[config.mk]
export PLATFORM = sky130hd
export DESIGN_NAME = irq_prio_arbiter
export DESIGN_NICKNAME = d
export VERILOG_FILES = /design/src/rtl/pia_pkg.sv /design/src/rtl/pia_leaf_gen.sv /design/src/rtl/pia_min_tree.sv /design/src/rtl/pia_gate.sv /design/src/rtl/irq_prio_arbiter.sv
export SDC_FILE = /design/constraint.sdc
export NUM_CORES = 2
export LEC_CHECK = 0
export BUFFER_PORTS_ARGS = -buffer_cell sky130_fd_sc_hd__buf_2
export CORE_AREA = 5 5 383 385
export CTS_CLUSTER_SIZE = 16
export DETAILED_ROUTE_END_ITERATION = 6
export DIE_AREA = 0 0 388 390
export HOLD_SLACK_MARGIN = 0.08
export RECOVER_POWER = 25
export SKIP_CTS_REPAIR_TIMING = 1
export SLEW_MARGIN = 20
export SYNTH_ARGS = -nofsm -noshare
export SYNTH_HDL_FRONTEND = slang
export SYNTH_SLANG_ARGS = --single-unit
export TNS_END_PERCENT = 30
[constraint.sdc]
create_clock -name clk -period 58.8 [get_ports clk]
set_clock_uncertainty 0.15 [all_clocks]
set_input_delay 11.76 -clock clk [delete_from_list [all_inputs] [get_ports clk]]
set_output_delay 11.76 -clock clk [all_outputs]
set_load 0.005 [all_outputs]
[src/rtl/pia_pkg.sv]
package pia_pkg;

    localparam int NUM_SRC  = 96;
    localparam int PRIO_W   = 8;
    localparam int ID_W     = 10;
    localparam int NONE_ID  = 1023;
    localparam logic [PRIO_W-1:0] MASK_RST = 8'hF0;

    typedef struct packed {
        logic              valid;
        logic [PRIO_W-1:0] prio;
        logic [ID_W-1:0]   id;
    } cand_t;

    // lo carries the lower source numbers, so it keeps ties
    function automatic cand_t pick_better(cand_t lo, cand_t hi);
        if (hi.valid && (!lo.valid || (hi.prio < lo.prio)))
            return hi;
        return lo;
    endfunction

endpackage

[src/rtl/pia_leaf_gen.sv]
module pia_leaf_gen
    import pia_pkg::*;
#(
    parameter int N      = NUM_SRC,
    parameter int LEAVES = 128
) (
    input  logic [N-1:0]        enable_i,
    input  logic [N-1:0]        pending_i,
    input  logic [N*PRIO_W-1:0] prio_i,
    output cand_t [LEAVES-1:0]  leaf_o
);

    for (genvar k = 0; k < LEAVES; k++) begin : g_leaf
        if (k < N) begin : g_real
            assign leaf_o[k].valid = enable_i[k] & pending_i[k];
            assign leaf_o[k].prio  = prio_i[k*PRIO_W +: PRIO_W];
            assign leaf_o[k].id    = ID_W'(k);
        end else begin : g_pad
            assign leaf_o[k] = '0;
        end
    end

endmodule

[src/rtl/pia_min_tree.sv]
module pia_min_tree
    import pia_pkg::*;
#(
    parameter int LEVELS = 7,
    localparam int LEAVES = 1 << LEVELS
) (
    input  cand_t [LEAVES-1:0] leaf_i,
    output cand_t              best_o
);

    for (genvar l = 0; l <= LEVELS; l++) begin : lv
        cand_t nd [1 << l];
        for (genvar j = 0; j < (1 << l); j++) begin : g_node
            if (l == LEVELS) begin : g_in
                assign nd[j] = leaf_i[j];
            end else begin : g_cmp
                assign nd[j] = pick_better(lv[l+1].nd[2*j], lv[l+1].nd[2*j+1]);
            end
        end
    end

    assign best_o = lv[0].nd[0];

    always_comb begin
        a_root_id_ok_r2: assert (!best_o.valid || (int'(best_o.id) < LEAVES))
            else $error("root id out of range");
    end

endmodule

[src/rtl/pia_gate.sv]
module pia_gate
    import pia_pkg::*;
(
    input  logic              clk,
    input  logic              rst,
    input  logic              dist_en,
    input  logic              cpu_en,
    input  cand_t             best_i,
    input  logic [PRIO_W-1:0] mask_i,
    input  logic [PRIO_W:0]   run_prio_i,
    output logic [ID_W-1:0]   sel_id_o,
    output logic              irq_req_o
);

    logic [ID_W-1:0] id_d;
    logic            req_d;

    always_comb begin
        id_d  = ID_W'(NONE_ID);
        req_d = 1'b0;
        if (dist_en && cpu_en && best_i.valid && (best_i.prio <= mask_i)) begin
            id_d  = best_i.id;
            req_d = ({1'b0, best_i.prio} < run_prio_i);
        end
    end

    always_ff @(posedge clk) begin
        if (rst) begin
            sel_id_o  <= ID_W'(NONE_ID);
            irq_req_o <= 1'b0;
        end else begin
            sel_id_o  <= id_d;
            irq_req_o <= req_d;
        end
    end

    p_off_idle_r4: assert property (@(posedge clk) disable iff (rst)
        (!dist_en || !cpu_en) |=> (!irq_req_o && (sel_id_o == ID_W'(NONE_ID))))
        else $error("disabled but outputs not idle");

    p_req_has_id_r6: assert property (@(posedge clk) disable iff (rst)
        irq_req_o |-> (sel_id_o != ID_W'(NONE_ID)))
        else $error("request without selected id");

endmodule

[src/rtl/irq_prio_arbiter.sv]
module irq_prio_arbiter
    import pia_pkg::*;
#(
    parameter int N = NUM_SRC,
    localparam int LEVELS = $clog2(N),
    localparam int LEAVES = 1 << LEVELS
) (
    input  logic                clk,
    input  logic                rst,
    input  logic                dist_en,
    input  logic                cpu_en,
    input  logic [N-1:0]        src_enable,
    input  logic [N-1:0]        src_pending,
    input  logic [N*PRIO_W-1:0] src_prio,
    input  logic [PRIO_W:0]     run_prio,
    input  logic                mask_we,
    input  logic [PRIO_W-1:0]   mask_wdata,
    output logic [ID_W-1:0]     sel_id,
    output logic                irq_req
);

    cand_t [LEAVES-1:0] leaves;
    cand_t              best;
    logic [PRIO_W-1:0]  mask_q;

    always_ff @(posedge clk) begin
        if (rst)          mask_q <= MASK_RST;
        else if (mask_we) mask_q <= mask_wdata;
    end

    pia_leaf_gen #(.N(N), .LEAVES(LEAVES)) u_leaf (
        .enable_i  (src_enable),
        .pending_i (src_pending),
        .prio_i    (src_prio),
        .leaf_o    (leaves)
    );

    pia_min_tree #(.LEVELS(LEVELS)) u_tree (
        .leaf_i (leaves),
        .best_o (best)
    );

    pia_gate u_gate (
        .clk        (clk),
        .rst        (rst),
        .dist_en    (dist_en),
        .cpu_en     (cpu_en),
        .best_i     (best),
        .mask_i     (mask_q),
        .run_prio_i (run_prio),
        .sel_id_o   (sel_id),
        .irq_req_o  (irq_req)
    );

    // Checking state: copies of the inputs seen at the previous edge
    logic [N-1:0]        qual_q;
    logic [N*PRIO_W-1:0] prio_q;
    logic [PRIO_W:0]     run_q;
    logic [PRIO_W-1:0]   sel_prio;
    logic                sel_real;
    logic [LEVELS-1:0]   sel_idx;

    always_ff @(posedge clk) begin
        qual_q <= src_enable & src_pending;
        prio_q <= src_prio;
        run_q  <= run_prio;
    end

    assign sel_real = (int'(sel_id) < N);
    assign sel_idx  = sel_id[LEVELS-1:0];
    assign sel_prio = sel_real ? prio_q[int'(sel_idx)*PRIO_W +: PRIO_W] : '0;

    p_sel_qualified_r1: assert property (@(posedge clk) disable iff (rst)
        (sel_id != ID_W'(NONE_ID)) |-> (sel_real && qual_q[sel_idx]))
        else $error("selected source was not enabled and pending");

    p_sel_under_mask_r5: assert property (@(posedge clk) disable iff (rst)
        (sel_id != ID_W'(NONE_ID)) |-> (sel_prio <= $past(mask_q)))
        else $error("selected priority exceeds mask");

    p_req_strict_r6: assert property (@(posedge clk) disable iff (rst)
        irq_req |-> ({1'b0, sel_prio} < run_q))
        else $error("request not below running priority");

endmodule

==> run summary <==
status: finished clean
setup ws final: 29.24 ns
Critical Path RT: 58.77 ns
r2r worst-path depth: 13
internal power: 0.000560 W
Fin. Hold Viols: 0
Max-Slew Margin vs Limit: 15.4%
post-synth top area share: 26.4%
RSZ-0062 raised after global routing: no
syn nets: 6047
worst hold-check path type: reg -> reg
r2r startpoint: mask_q[1]
Cell Rows: 139
clk_lat worst skew: 0.26 ns
Post-Synthesis Mean Instance Area: 7.00 sq um
Leak Pwr: 21.0 nW
most frequent cells in the layout: 991 x buf_2, 651 x ha_1, 601 x inv_1
post-synthesis simple-gate area fraction: 19.3%
CP Launch Point: src_prio[437]
initial DRC count: 2395
synth-to-layout area growth: 24.0%
fin nets: 6988
dominant cells by area after synthesis: ha_1 26%, mux2i_1 9.6%, inv_1 7.3%
PwrDens: 35.9 mW/mm^2
Post-Synth Adder-Cell Area: 26.6%
first drt pass iteration count: 6
share of cells above drive strength 1: 23.4%
Vias per Instance: 5.05
Initial Util: 21.6%
PortBufs: 992
dpl cell area: 0.0381 sq mm
CTS buffer count: 3
drt wl/cell: 21.1 microns
Congestion Overflow GR: 0
worst setup path category: in -> reg
fmax: 33.8 MHz
Critical Path AT: 29.53 ns
final slew viol count: 0
Peak VDD IR: 0.0798 mV
min Tclk post-route: 29.56 ns
Total GRT Usage: 18.7%
cell mode on critical path: a21oi_1
die width: 388 microns
Die Ht: 390 microns
overall via count from detail_route: 36900
Synth Area in Compound Gates: 29.3%
switching component of the power: 0.000814 W
FF-to-FF End: u_gate.sel_id_o[1]
sequential area share after synthesis: 1.10%
FF-to-FF setup slack: 55.70 ns
area of the multi-input gates: 0.0280 sq mm
period utilization: 50.3%
synth warn: 0
main combinational cell family by area after synthesis: compound AO/OA/AOI/OAI gates
CP startpoint kind: primary input
post-synthesis async set-or-reset flop share: 0%
Synth area leader: ha_1
HPWL after DPL: 142 mm
largest net degree at the start of global routing: 22
CP Capture Type: register
CTS Buffer Depth: 2
DRC viols: 0
clock transition at the registers of the reported paths: 0.06 ns
clock power share: 1.1%
Slowest cell on crit path: o21ai_1
Synth Area in XOR/XNOR: 0%
synth unique cells: 102
max cap viols: 0
vias in the first global route: 35100
CTS tree: yes
dominant register cell in the synthesized netlist: dfxtp_1
I/O pins: 993
synthesized cell area: 0.0309 sq mm
setup slack after placement: 28.77 ns
Post-synth EDFFs: 0
most common cell after layout, fill and taps aside: buf_2
root buf cell: clkbuf_16
Worst Path Max Fanout: 19
Register Area: 340 sq um
setup_tns: 0 ns
first-pass GRT wire length: 218 mm
cells after synthesis: 4414
RePlAce Congestion: 0.984
actual slew at the worst max-slew pin: 1.26 ns
number of synthesized register bits: 17
Final Instance Area: 0.0383 sq mm
post-route ant nets: 0
initial antenna violation count: 78
Crit path largest cell delay: 0.78 ns
Sw Share: 59.3%
fillers: 15900
CORE AREA: 0.143 sq mm
end of the critical path: u_gate.sel_id_o[1]
Logic pwr share: 97.8%
routed wire length: 154 mm
die area: 0.151 sq mm
clock sinks: 17
fin util: 26.8%
mux cell area share after synthesis: 15.4%
htree depth: 1
endpoints failing setup: 0
Seq pwr share: 1.1%
critical path: cells and delay by family:
| family | cells | cell delay [ns] |
|---|---|---|
| compound gates | 42 | 9.61 |
| fa+ha+maj | 8 | 2.62 |
| buf+inv | 4 | 0.76 |
| mux | 4 | 1.40 |
| simple gates | 20 | 3.32 |
registers in the layout, indices dropped and copies added (netlist names):
| name | cells |
|---|---|
| u_gate.sel_id_o | 8 |
| u_gate.irq_req_o | 1 |
| mask_q | 8 |
per-stage QoR:
stage               std cells  total power, W  hold slack [ns]
floorplan                4414        0.000968            0.310
global placement         7251         0.00133            0.334
detailed placement       7251         0.00136            0.346
CTS                      7255         0.00138            0.361
global route             7279         0.00155            0.415
finish                   7294         0.00137            0.358
metal layers:
layer,vias to the layer above,share of wire (%),GRT usage [%]
met5,-,0.11,0
met4,28,2.5,3.98
met3,216,6.4,3.08
met2,1228,49,33.7
met1,17300,42,23.4
li1,18100,-,-
cell families (layout without fill, tap and decap cells):
kind of cell / after synthesis / count (layout)
flops: 17 / 17
compound gates: 1353 / 1353
fa+ha+maj: 657 / 657
simple gates: 1252 / 1252
buf+inv: 681 / 1621
mux: 454 / 454
other cells: 0 / 37
synthesized netlist by cell type (all sizes together), types with 14 or more instances:
master,n
a21oi,421
o21bai,18
o31ai,17
nand4,74
o211a,15
dfxtp,17
nor2b,43
a211oi,79
buf,20
clkbuf,59
nand2,313
nand2b,61
nor3,52
o21a,50
ha,651
mux2i,297
o31a,14
nor2,409
a31oi,34
a2111oi,19
o21ai,209
a22oi,42
and2,49
o2111ai,17
mux2,157
and3,55
a31o,14
a21o,197
inv,602
a21boi,14
o211ai,54
nand3,117
a211o,21
power groups by stage:
stage | combinational (W) | clock [W] | sequential [W]
2_1_floorplan | 0.000953 | 0 | 0.0000143
3_3_place_gp | 0.00132 | 0 | 0.0000155
3_5_place_dp | 0.00134 | 0 | 0.0000155
4_1_cts | 0.00135 | 0.0000154 | 0.0000152
5_1_grt | 0.00152 | 0.0000157 | 0.0000152
6_report | 0.00134 | 0.0000146 | 0.0000150
worst min-delay path by stage:
stage | start | end | slack [ns] | cells past startpoint
6_report | mask_q[3] | mask_q[3] | 0.36 | 2
5_1_grt | mask_q[2] | mask_q[2] | 0.42 | 2
4_1_cts | mask_q[3] | mask_q[3] | 0.36 | 2
3_5_place_dp | mask_q[3] | mask_q[3] | 0.35 | 2
3_3_place_gp | mask_q[2] | mask_q[2] | 0.33 | 2
2_1_floorplan | mask_q[1] | mask_q[1] | 0.31 | 2
layout make-up:
type	count	area share, %
multi-input combinational	3716	73.1
tap	1903	6.21
inverter	602	5.90
sequential	17	0.888
antenna	37	0.242
timing repair buffer	1015	13.4
clock buffer	4	0.206
No activity file was read; power rests on OpenSTA's default activity.
